[config.mk]
export PLATFORM = sky130hd
export DESIGN_NAME = bcd_snapshot_clock
export DESIGN_NICKNAME = d
export VERILOG_FILES = /design/src/rtl/bcdclk_pkg.sv /design/src/rtl/bcdclk_prescale.sv /design/src/rtl/bcdclk_chain.sv /design/src/rtl/bcd_snapshot_clock.sv
export SDC_FILE = /design/constraint.sdc
export NUM_CORES = 1
export LEC_CHECK = 0
export ABC_AREA = 0
export BUFFER_PORTS_ARGS = -buffer_cell sky130_fd_sc_hd__buf_2
export CORE_UTILIZATION = 45
export CTS_CLUSTER_DIAMETER = 30
export DETAILED_ROUTE_END_ITERATION = 7
export PLACE_DENSITY_LB_ADDON = 0.3
export SLEW_MARGIN = 30
export SYNTH_ARGS = -nofsm -noshare
export SYNTH_HDL_FRONTEND = slang
export SYNTH_SLANG_ARGS = --single-unit
export TNS_END_PERCENT = 1
[constraint.sdc]
create_clock -name clk -period 5.8 [get_ports clk]
set_input_delay 0.87 -clock clk [delete_from_list [all_inputs] [get_ports clk]]
set_output_delay 0.87 -clock clk [all_outputs]
set_load 0.01 [all_outputs]
[src/rtl/bcdclk_pkg.sv]
package bcdclk_pkg;

  typedef struct packed {
    logic [7:0] sec;
    logic [7:0] min;
    logic [7:0] hour;
    logic [2:0] dow;
    logic [7:0] date;
    logic [7:0] mon;
    logic [7:0] year;
  } bcd_time_t;

  localparam bcd_time_t TIME_RESET = '{sec: 8'h00, min: 8'h00, hour: 8'h00,
                                       dow: 3'd1, date: 8'h01, mon: 8'h01,
                                       year: 8'h00};

  // Returns {carry, next}. An illegal digit or a value at or above the
  // limit wraps to the lowest value and carries.
  function automatic logic [8:0] bcd_step(input logic [7:0] v,
                                          input logic [7:0] lo,
                                          input logic [7:0] hi);
    logic [8:0] r;
    if (v[3:0] > 4'd9 || v[7:4] > 4'd9 || v >= hi) r = {1'b1, lo};
    else if (v[3:0] == 4'd9) r = {1'b0, v[7:4] + 4'd1, 4'd0};
    else r = {1'b0, v + 8'd1};
    return r;
  endfunction

  function automatic logic [7:0] bcd_next(input logic [7:0] v,
                                          input logic [7:0] lo,
                                          input logic [7:0] hi);
    logic [8:0] r;
    r = bcd_step(v, lo, hi);
    return r[7:0];
  endfunction

  function automatic logic [2:0] dow_next(input logic [2:0] d);
    return (d >= 3'd7 || d == 3'd0) ? 3'd1 : d + 3'd1;
  endfunction

  // 10 = 2 (mod 4), so the value mod 4 is (2*tens + units) mod 4.
  function automatic logic is_leap(input logic [7:0] y);
    return y[1:0] == {y[4], 1'b0};
  endfunction

  function automatic logic [7:0] month_days(input logic [7:0] mon,
                                            input logic [7:0] year);
    logic [7:0] d;
    if (mon == 8'h02) d = is_leap(year) ? 8'h29 : 8'h28;
    else if (mon == 8'h04 || mon == 8'h06 || mon == 8'h09 || mon == 8'h11) d = 8'h30;
    else d = 8'h31;
    return d;
  endfunction

endpackage

[src/rtl/bcdclk_prescale.sv]
module bcdclk_prescale #(
  parameter int OSC_HZ   = 32768,
  parameter int CENTI_HZ = 100,
  parameter int TEST_HZ  = 1024
) (
  input  logic clk,
  input  logic rst,
  input  logic osc_en,
  input  logic run,
  input  logic restart,
  output logic centi_tick,
  output logic ftest
);
  localparam int ACC_W   = $clog2(OSC_HZ) + 2;
  localparam int FT_HALF = (OSC_HZ / TEST_HZ) > 0 ? (OSC_HZ / TEST_HZ) : 1;
  localparam int FT_W    = $clog2(FT_HALF) + 1;

  logic [ACC_W-1:0] acc, acc_sum;
  logic [FT_W-1:0]  ft_cnt;
  logic             step, wrap;

  assign step       = osc_en && run;
  assign acc_sum    = acc + ACC_W'(CENTI_HZ);
  assign wrap       = acc_sum >= ACC_W'(OSC_HZ);
  assign centi_tick = step && wrap && !restart;

  always_ff @(posedge clk) begin
    if (rst || restart) acc <= '0;
    else if (step) acc <= wrap ? acc_sum - ACC_W'(OSC_HZ) : acc_sum;
  end

  always_ff @(posedge clk) begin
    if (rst) begin
      ft_cnt <= '0;
      ftest  <= 1'b0;
    end else if (step) begin
      if (ft_cnt == FT_W'(FT_HALF - 1)) begin
        ft_cnt <= '0;
        ftest  <= !ftest;
      end else begin
        ft_cnt <= ft_cnt + FT_W'(1);
      end
    end
  end
endmodule

[src/rtl/bcdclk_chain.sv]
module bcdclk_chain
  import bcdclk_pkg::*;
(
  input  logic      clk,
  input  logic      rst,
  input  logic      centi_tick,
  input  logic      load,
  input  bcd_time_t load_val,
  output bcd_time_t now,
  output logic [7:0] centi,
  output logic      sec_pulse
);
  logic [8:0] st_centi, st_sec, st_min, st_hour, st_date, st_mon;

  always_comb begin
    st_centi = bcd_step(centi,    8'h00, 8'h99);
    st_sec   = bcd_step(now.sec,  8'h00, 8'h59);
    st_min   = bcd_step(now.min,  8'h00, 8'h59);
    st_hour  = bcd_step(now.hour, 8'h00, 8'h23);
    st_date  = bcd_step(now.date, 8'h01, month_days(now.mon, now.year));
    st_mon   = bcd_step(now.mon,  8'h01, 8'h12);
  end

  always_ff @(posedge clk) begin
    if (rst) begin
      now       <= TIME_RESET;
      centi     <= 8'h00;
      sec_pulse <= 1'b0;
    end else if (load) begin
      now       <= load_val;
      centi     <= 8'h00;
      sec_pulse <= 1'b0;
    end else begin
      sec_pulse <= centi_tick && st_centi[8];
      if (centi_tick) begin
        centi <= st_centi[7:0];
        if (st_centi[8]) begin
          now.sec <= st_sec[7:0];
          if (st_sec[8]) begin
            now.min <= st_min[7:0];
            if (st_min[8]) begin
              now.hour <= st_hour[7:0];
              if (st_hour[8]) begin
                now.dow  <= dow_next(now.dow);
                now.date <= st_date[7:0];
                if (st_date[8]) begin
                  now.mon <= st_mon[7:0];
                  if (st_mon[8]) now.year <= bcd_next(now.year, 8'h00, 8'h99);
                end
              end
            end
          end
        end
      end
    end
  end
endmodule

[src/rtl/bcd_snapshot_clock.sv]
module bcd_snapshot_clock
  import bcdclk_pkg::*;
#(
  parameter int OSC_HZ = 32768,
  parameter int ADDR_W = 4
) (
  input  logic              clk,
  input  logic              rst,
  input  logic              osc_en,
  input  logic              bus_en,
  input  logic              bus_we,
  input  logic [ADDR_W-1:0] bus_addr,
  input  logic [7:0]        bus_wdata,
  output logic [7:0]        bus_rdata
);
  localparam logic [ADDR_W-1:0] A_CTRL = ADDR_W'(0);
  localparam logic [ADDR_W-1:0] A_SEC  = ADDR_W'(1);
  localparam logic [ADDR_W-1:0] A_MIN  = ADDR_W'(2);
  localparam logic [ADDR_W-1:0] A_HOUR = ADDR_W'(3);
  localparam logic [ADDR_W-1:0] A_DAY  = ADDR_W'(4);
  localparam logic [ADDR_W-1:0] A_DATE = ADDR_W'(5);
  localparam logic [ADDR_W-1:0] A_MON  = ADDR_W'(6);
  localparam logic [ADDR_W-1:0] A_YEAR = ADDR_W'(7);

  logic       wh_q, rh_q, stop_q, fte_q;
  logic [4:0] cal_q;
  bcd_time_t  user_q, now_t;
  logic [7:0] centi, rd_mux;
  logic       wr_en, rd_en, ctrl_wr, load, centi_tick, sec_pulse, ftest;

  assign wr_en   = bus_en && bus_we;
  assign rd_en   = bus_en && !bus_we;
  assign ctrl_wr = wr_en && bus_addr == A_CTRL;
  assign load    = ctrl_wr && wh_q && !bus_wdata[7];

  bcdclk_prescale #(.OSC_HZ(OSC_HZ)) u_prescale (
    .clk(clk), .rst(rst), .osc_en(osc_en), .run(!stop_q), .restart(load),
    .centi_tick(centi_tick), .ftest(ftest)
  );

  bcdclk_chain u_chain (
    .clk(clk), .rst(rst), .centi_tick(centi_tick), .load(load),
    .load_val(user_q), .now(now_t), .centi(centi), .sec_pulse(sec_pulse)
  );

  always_ff @(posedge clk) begin
    if (rst) begin
      wh_q   <= 1'b0;
      rh_q   <= 1'b0;
      stop_q <= 1'b1;
      cal_q  <= 5'd0;
      fte_q  <= 1'b0;
      user_q <= TIME_RESET;
    end else begin
      if (ctrl_wr) {wh_q, rh_q, stop_q, cal_q} <= bus_wdata;
      if (wr_en && wh_q && bus_addr == A_DAY) fte_q <= bus_wdata[6];
      if (sec_pulse && !wh_q && !rh_q) begin
        user_q <= now_t;
      end else if (wr_en && wh_q) begin
        case (bus_addr)
          A_SEC:   user_q.sec  <= bus_wdata;
          A_MIN:   user_q.min  <= bus_wdata;
          A_HOUR:  user_q.hour <= bus_wdata;
          A_DAY:   user_q.dow  <= bus_wdata[2:0];
          A_DATE:  user_q.date <= bus_wdata;
          A_MON:   user_q.mon  <= bus_wdata;
          A_YEAR:  user_q.year <= bus_wdata;
          default: ;
        endcase
      end
    end
  end

  always_comb begin
    rd_mux = 8'h00;
    case (bus_addr)
      A_CTRL:  rd_mux = {wh_q, rh_q, stop_q, cal_q};
      A_SEC:   rd_mux = {user_q.sec[7:1], fte_q ? ftest : user_q.sec[0]};
      A_MIN:   rd_mux = user_q.min;
      A_HOUR:  rd_mux = user_q.hour;
      A_DAY:   rd_mux = {1'b0, fte_q, 3'b000, user_q.dow};
      A_DATE:  rd_mux = user_q.date;
      A_MON:   rd_mux = user_q.mon;
      A_YEAR:  rd_mux = user_q.year;
      default: ;
    endcase
  end

  always_ff @(posedge clk) begin
    if (rst) bus_rdata <= 8'h00;
    else if (rd_en) bus_rdata <= rd_mux;
  end
endmodule

# Word-level counts from Yosys, hierarchy flattened

Cells that the tools add are included.

Reductions and logical operators: 71
$lt $le $gt $ge: 23
Multiplexer cells: 39
Add/sub/neg operators: 18
Equality and inequality tests: 21

Operators by type and width:

| cell                     | count |
|---|---|
| $mux W51                 | 5 |
| $mux W8                  | 16 |
| $pmux W8 S8              | 1 |
| $add A8 B1 Y8 const B    | 7 |
| $gt A4 B4 Y1 const B     | 14 |
| $mux W9                  | 6 |
| $mux W43                 | 1 |
| $mux W35                 | 1 |
| $reduce_bool A2 Y1       | 15 |
| $add A4 B1 Y4 const B    | 7 |
| $eq A4 B4 Y1 const B     | 7 |
| $mux W27                 | 1 |
| $logic_or A1 B1 Y1       | 19 |
| $reduce_and A2 Y1        | 9 |
| $add A17 B7 Y17 const B  | 1 |
| $ge A17 B16 Y1 const B   | 1 |
| $mux W17                 | 1 |
| $sub A17 B16 Y17 const B | 1 |
| $eq A4 B3 Y1 const B     | 4 |
| $eq A8 B3 Y1 const B     | 2 |
| $ge A8 B7 Y1 const B     | 2 |
| $ge A8 B8 Y1 const B     | 2 |
| $mux W16                 | 1 |
| $logic_and A1 B1 Y1      | 13 |
| other kinds (25)         | 35 |

Input port bits: 17
Output and inout port bits: 8
Logic and storage cells: 197
Register bits after elaboration: 152

# Longest topological paths before layout

Gate-level depths: netlist (run 1).

Word-level depth: 16
Gate-level depth with buffers: 13

# Modules after synthesis

From an unflattened synthesis (run 1), not the netlist that was laid out.

Cell total of the unflattened synthesis: 1093
Area total of the unflattened synthesis: 9178.8 um^2

Modules (own cells, without submodules):

| module             | cells an instance | area each (um^2) | sequential area each (um^2) | instances |
|---|---|---|---|---|
| bcdclk_chain       | 552               | 4329.2           | 1201.2                      | 1 |
| bcd_snapshot_clock | 384               | 3535.9           | 1361.3                      | 1 |
| bcdclk_prescale    | 157               | 1313.8           | 440.4                       | 1 |

# Worst setup path after synthesis (run 1)

Ideal clock, no wire load.

Kind: reg-to-reg
Start point: reg u_chain.now[9] (netlist name)
End point: reg u_chain.now[1] (netlist name)
Slack: 2.113 ns
Arrival time: 3.567 ns
Cell stages (with the launch flop): 13
Path buffers: 1
Required time: 5.679 ns
Clock period less this slack: 3.687 ns
Library setup time: 0.121 ns
Path through: dfxtp_1 -> clkbuf_1 -> inv_1 -> or4b_2 -> o311ai_0 -> ha_1 -> nand2b_1 -> a21o_1 -> a21oi_1 -> o21a_1 -> nor3_1 -> a41oi_2 -> mux2_2

Cells in the longest elaborated chain, start to end: 11
Elaborated cells between the ends (all ways): 21
Classes of those cells: order compare (3); eq/ne (5); mux (4); reduce/logical (9)

RTL lines:

| what                                 | line               | text |
|---|---|---|
| start: declaration                   | bcdclk_chain.sv:9  | `output bcd_time_t now,` |
| start signal: assignment             | bcdclk_chain.sv:30 | `now <= load_val;` |
| $eq A8 B3 Y1                         | bcdclk_pkg.sv:50   | `else if (mon == 8'h04 \|\| mon == 8'h06 \|\| mon == 8'h09 \|\| mon == 8'h11) d = 8'h30;` |
| $logic_or A1 B1 Y1 (3 in series)     | bcdclk_pkg.sv:50   |  |
| $mux W1                              | bcdclk_pkg.sv:50   |  |
| $mux W8                              | bcdclk_pkg.sv:49   | `if (mon == 8'h02) d = is_leap(year) ? 8'h29 : 8'h28;` |
| $ge A8 B8 Y1                         | bcdclk_pkg.sv:23   | `if (v[3:0] > 4'd9 \|\| v[7:4] > 4'd9 \|\| v >= hi) r = {1'b1, lo};` |
| $logic_or A1 B1 Y1                   | bcdclk_pkg.sv:23   |  |
| $mux W9                              | bcdclk_pkg.sv:23   |  |
| $reduce_bool A2 Y1 (no source line)  | --                 |  |
| $reduce_and A7 Y1 (no source line) * | --                 |  |

Every way passes the cells marked *; elsewhere a longest branch is shown, timed or not.
A chain may end at the register's enable or synchronous reset.

# Final worst setup path (run 1)

Start point: reg u_chain.now[9] (netlist name)
End point: reg u_chain.now[2] (netlist name)

Same word-level chain as after synthesis.

==> results.sh, run 1 <==
export IMPL_antenna_found_initial=0
export IMPL_crit_required_ps=6120
export IMPL_synth_most_common_cell="dfxtp_1"
export IMPL_timing_setup_tns_ps=0
export IMPL_wire_per_inst_um=18.98
export IMPL_io_buffers=24
export IMPL_post_cts_setup_buffers=0
export IMPL_maxSlewHeadroom=0.3272
export IMPL_finClkSkew_ps=14.32
export IMPL_pin_count=25
export IMPL_r2r_start="u_chain.now[9]"
export IMPL_cts_repair_resized=0
export IMPL_synth_cells=1128
export IMPL_vdd_drop_max_uv=213.1
export IMPL_hold_class="reg -> reg"
export IMPL_die_width_um=143.6
export IMPL_fin_util=0.4990
export IMPL_grt_ovfl_total=0
export IMPL_crit_path_start_kind="register"
export IMPL_numCtsBuffers=17
export IMPL_synth_area_top_cells="dfxtp_1 33%, nand2_1 5.1%, mux2i_1 5.1%, a22oi_1 5.1%, a21oi_1 5.0%"
export IMPL_cap_violations=0
export IMPL_status="finished, final reports clean"
export IMPL_grt_pass1_wl_um=40740
export IMPL_clk_insertion_delay_late_ps=440
export IMPL_tightest_slew_ps=1006
export IMPL_crit_type="reg -> reg"
export IMPL_htree_levels=4
export IMPL_grt_usage=0.2558
export IMPL_drc=0
export IMPL_slew_violations=0
export IMPL_synth_top_cell_area_share=0.3326
export IMPL_ys_flop_type="dfxtp_1"
export IMPL_die_y_um=143.6
export IMPL_rows=51
export IMPL_drive_gt1_frac=0.09800
export IMPL_p_leak_nw=3.504
export IMPL_dieArea_mm2=0.02063
export IMPL_total_power_mw=2.157
export IMPL_timing_hold_ws_ps=453.3
export IMPL_end_kind="register"
export IMPL_cts_tree="done"
export IMPL_routabilityCongestion=0.9339
export IMPL_power_density_mw_per_mm2=220.7
export IMPL_core_mm2=0.01959
export IMPL_dpl_hpwl_um=17540
export IMPL_final_antenna_net_count=0
export IMPL_rsz0062_at_grt="false"
export IMPL_syn_area_mm2=0.009029
export IMPL_synth_distinct_cells=73
export IMPL_hold_violations=0
export IMPL_arrival_ps=4380
export IMPL_drt_pre_antenna_iters=6
export IMPL_drtIter0Drc=791
export IMPL_critPathMaxFanout=12
export IMPL_synthTopCellsByCount="150 x dfxtp_1, 123 x nand2_1, 108 x nor2_1"
export IMPL_yosys_area_top_type="dfxtp_1"
export IMPL_wl_um=25950
export IMPL_grt_max_degree=69
export IMPL_fmaxAchievable_ghz=0.2466
export IMPL_clk_pin_slew_ps=70
export IMPL_areaGrowthSynthToFinish_pct=8.273
export IMPL_hold_buffers=0
export IMPL_async_reset_ff_frac=0
export IMPL_dp_cells=1335
export IMPL_diodes=0
export IMPL_ys_seq_area_frac=0.3326
export IMPL_syn_area_per_cell_um2=8.004
export IMPL_vias_per_cell=6.109
export IMPL_final_setup_viol_count=0
export IMPL_final_cells=1367
export IMPL_nNetsFinal=1136
export IMPL_hp_start="u_chain.centi[7]"
export IMPL_fin_crit_ps=4055
export IMPL_synth_edf_count=0
export IMPL_clockBufferDepth=2
export IMPL_post_route_period_util=0.6992
export IMPL_start_util=0.4609
export IMPL_fillers=1906
export IMPL_yosysWarnings=0
export IMPL_root_buffer="clkbuf_16"
export IMPL_cts_sinks=150
export IMPL_vias=8351
export IMPL_critPathLaunch="u_chain.now[9]"
export IMPL_syn_num_nets=1175
export IMPL_grt_pass1_vias=7408
export IMPL_ys_seq_elements=150
==> power breakdown <==
part	switching, mW	internal [mW]
clock network	0.485	0.556
logic	0.0618	0.0188
registers	0.00236	1.03
total	0.549	1.61
==> sequential cells by signal (all words and copies together) (netlist names) <==
register	flops
u_prescale.acc	15
u_prescale.ftest	1
cal_q	5
u_chain.sec_pulse	1
bus_rdata	8
fte_q	1
stop_q	1
user_q	51
rh_q	1
wh_q	1
u_prescale.ft_cnt	6
u_chain.centi	8
u_chain.now	51
==> cell type report <==
class	instances	area (µm²)	share of cell area
Timing Repair Buffer	41	262.8	0.02688
Sequential cell	150	3003	0.3072
Multi-Input combinational cell	845	5503	0.5629
Clock buffer	17	425.4	0.04352
Tap cell	265	331.6	0.03392
Inverter	34	127.6	0.01306
Clock inverter	15	122.6	0.01254
==> cells in the final DEF (no fill, tap or decap), types with 7 or more instances in the layout <==
| cell type | netlist | routed |
|---|---|---|
| a211oi_1 | 51 | 51 |
| a21oi_1 | 90 | 89 |
| a22oi_1 | 61 | 61 |
| a311oi_1 | 15 | 15 |
| a31oi_1 | 14 | 14 |
| and2_1 | 8 | 8 |
| buf_2 | 5 | 23 |
| buf_4 | 0 | 17 |
| clkbuf_16 | 0 | 17 |
| dfxtp_1 | 150 | 150 |
| ha_1 | 30 | 30 |
| inv_1 | 34 | 34 |
| mux2_2 | 18 | 18 |
| mux2i_1 | 46 | 46 |
| nand2_1 | 123 | 123 |
| nand3_1 | 27 | 27 |
| nand4_1 | 10 | 10 |
| nor2_1 | 108 | 108 |
| nor2b_1 | 9 | 9 |
| nor3_1 | 16 | 16 |
| nor4_1 | 7 | 7 |
| o211ai_1 | 11 | 11 |
| o21ai_0 | 34 | 34 |
| o22ai_1 | 8 | 8 |
| o31ai_1 | 7 | 7 |
| or3_1 | 7 | 7 |
| xnor2_1 | 23 | 23 |
| xor2_1 | 20 | 20 |
==> per-stage QoR <==
stage / cell area [µm²] / setup slack, ps
after global placement: 9224 / 1796
after floorplan: 9029 / 2113
final: 9776 / 1745
after detailed placement: 9224 / 1737
after global routing: 9776 / 1472
after CTS: 9772 / 1750
==> critical path, stage by stage, from the launching register on <==
cell and delay, ps:
dfxtp_1 600, inv_1 150, or4b_2 720, o311ai_0 340, ha_1 290, nand2b_1 140, a21o_1 180, a21oi_1 180
o21a_1 300, nor3_1 110, a41oi_2 540, mux2_2 400
==> cell families (layout without fill, tap and decap cells) <==
family,count (synthesis),count (layout),share of synthesized area
AOI/OAI and AO/OA,354,354,0.2689
xor gates and xnor gates,43,43,0.04171
adders and majority gates,30,30,0.04157
buffers and inverters,133,107,0.05848
DFF,150,150,0.3326
muxes,64,64,0.07345
and+or+nand+nor,354,354,0.1833
==> final timing paths <==
check	slack, ps	to	depth (start not counted)
worst max-delay path	1740	u_chain.now[2]	11
worst min register to register	450	u_chain.centi[7]	2
worst min-delay path	450	u_chain.centi[7]	2
worst max register to register	1740	u_chain.now[2]	11
==> layer usage <==
layer,GRT usage,up-vias,part of all wire
met4,0.09742,0,0.026
met2,0.3909,297,0.45
met3,0.05631,56,0.070
li1,-,4052,-
met5,0,-,0
met1,0.3493,3946,0.45
Note: power is estimated with default switching activity, not from simulation.
==> run 2: changes to the inputs <==
Clock period 5.8 ns to 3.9 ns, I/O delays scaled along.
==> run 2 against run 1 <==
Die area stayed put. Routed wire length rose by 1.5%. Largest power group is now clock. Total power rose by 64%. Combinational power grew 50%. Design area increased by 2.7%. Setup slack got worse by 1500 ps. Register-to-register slack got worse by 1500 ps. Global-route usage up 0.50 points. Via count grew 1.8%. Clock skew shrank 4.5 ps. Sequential share of layout area is 0.81 points lower. Highest routed layer unchanged.
==> results.sh, run 2 (synthesis gave the netlist of run 1 again) <==
export IMPL_routabilityCongestion=0.9302
export IMPL_antenna_found_initial=0
export IMPL_fin_crit_ps=3626
export IMPL_cp_slowest_cell="or4b_2"
export IMPL_crit_path_max_incr_delay_ps=660
export IMPL_grt_ovfl_total=0
export IMPL_vdd_drop_max_uv=311.6
export IMPL_vias_per_cell=6.134
export IMPL_rsz0062_at_grt="false"
export IMPL_arrival_ps=3950
export IMPL_final_setup_viol_count=0
export IMPL_core_mm2=0.01959
export IMPL_drive_gt1_frac=0.1115
export IMPL_wire_per_inst_um=19.00
export IMPL_cts_sinks=150
export IMPL_htree_levels=4
export IMPL_drt_pre_antenna_iters=6
export IMPL_timing_hold_ws_ps=451.7
export IMPL_grt_usage=0.2608
export IMPL_start_util=0.4609
export IMPL_vias=8502
export IMPL_crit_required_ps=4220
export IMPL_rows=51
export IMPL_diodes=0
export IMPL_root_buffer="clkbuf_16"
export IMPL_io_buffers=24
export IMPL_grt_max_degree=66
export IMPL_power_density_mw_per_mm2=352.5
export IMPL_pin_count=25
export IMPL_crit_path_start_kind="register"
export IMPL_critPathMaxFanout=6
export IMPL_drc=0
export IMPL_hold_class="reg -> reg"
export IMPL_layout_commonest_cell="dfxtp_1"
export IMPL_path_cells="inv_1, ha_1, nand2_1, or4b_2, o311ai_1, ha_1, nand2b_1, a21o_1, a21oi_1, o21a_1, nor3_1, a41oi_2, mux2_2"
export IMPL_grt_pass1_vias=7600
export IMPL_most_common_layout_cells="150 x dfxtp_1, 123 x nand2_1, 108 x nor2_1"
export IMPL_clockBufferDepth=2
export IMPL_die_width_um=143.6
export IMPL_cp_common_cell="ha_1"
export IMPL_finClkSkew_ps=9.801
export IMPL_final_antenna_net_count=0
export IMPL_fmaxAchievable_ghz=0.2758
export IMPL_die_y_um=143.6
export IMPL_post_route_period_util=0.9297
export IMPL_status="finished, final reports clean"
export IMPL_nNetsFinal=1156
export IMPL_grt_pass1_wl_um=41590
export IMPL_post_dp_cell_area_mm2=0.009374
export IMPL_crit_type="reg -> reg"
export IMPL_end_kind="register"
export IMPL_fin_area_mm2=0.01004
export IMPL_largest_registers="u_chain.now (51), user_q (51), u_prescale.acc (15)"
export IMPL_numCtsBuffers=17
export IMPL_areaGrowthSynthToFinish_pct=11.20
export IMPL_total_power_mw=3.539
export IMPL_timing_setup_tns_ps=0
export IMPL_hold_violations=0
export IMPL_cap_violations=0
export IMPL_post_cts_setup_buffers=0
export IMPL_drtIter0Drc=965
export IMPL_clk_insertion_delay_late_ps=430
export IMPL_wl_um=26330
export IMPL_dieArea_mm2=0.02063
export IMPL_p_leak_nw=3.660
export IMPL_dpl_hpwl_um=18030
export IMPL_cts_tree="done"
export IMPL_tightest_slew_ps=848.4
export IMPL_maxSlewHeadroom=0.4330
export IMPL_slew_violations=0
export IMPL_clk_pin_slew_ps=60
-- run 2: cell types whose count changed in the layout (fill, tap and decap cells not counted), sizes merged --
| cell | previous run | this run |
|---|---|---|
| buf | 41 | 61 |
| bufinv | 0 | 6 |
| clkbuf | 17 | 19 |
| clkinv | 7 | 5 |
| clkinvlp | 3 | 1 |
| inv | 39 | 34 |
-- run 2: routing by layer --
layer | global-route usage | routed length, µm | up-vias
li1 | - | - | 4102
met1 | 0.3523 | 11990 | 4048
met2 | 0.4057 | 11820 | 301
met3 | 0.06698 | 1938 | 51
met4 | 0.07951 | 575 | 0
met5 | 0 | 0 | -
-- run 2: layout make-up --
| cell class | instances | area (µm²) |
|---|---|---|
| clock inverter | 12 | 227.7 |
| multi-input combinational | 845 | 5504 |
| clock buffer | 19 | 432.9 |
| tap | 265 | 331.6 |
| timing repair buffer | 61 | 412.9 |
| inverter | 34 | 127.6 |
| sequential | 150 | 3003 |
| fill | 1887 | 9550 |
-- run 2: path summary, 6_finish.rpt --
kind | from | end | slack, ps | cells after the start
worst max-delay path | u_chain.now[13] | u_chain.now[2] | 270 | 13
worst min-delay path | u_chain.centi[7] | u_chain.centi[7] | 450 | 2
worst max register to register | u_chain.now[13] | u_chain.now[2] | 270 | 13
worst min register to register | u_chain.centi[7] | u_chain.centi[7] | 450 | 2
-- run 2: metrics by stage --
step	cells	setup WS (ps)	util
after global routing	1386	31.03	0.5125
after CTS	1386	142.4	0.5122
after global placement	1355	308.6	0.4785
final	1386	274.1	0.5125
after floorplan	1128	212.8	-
after detailed placement	1355	143.9	0.4785
-- run 2: what timing repair did --
item / 4_1_cts / 5_1_grt
hold buffers: 0 / 0
endpoints found under the hold margin: 0 / 0
endpoints found under the setup margin: 0 / 14
gates resized for setup: 0 / 2
-- run 2: power by group --
part	switching, mW	internal [mW]	total [mW]
Combinational	0.0913	0.0299	0.121
Clock	0.678	1.20	1.88
Sequential	0.00330	1.54	1.54
Total	0.772	2.77	3.54
-- run 2: critical path: cells and delay by family (launching register included) --
| family | cells | cell delay, ps |
|---|---|---|
| flops | 1 | 340 |
| buf+inv | 1 | 170 |
| fa+ha+maj | 2 | 490 |
| simple gates | 4 | 930 |
| compound gates | 5 | 1190 |
| mux | 1 | 390 |
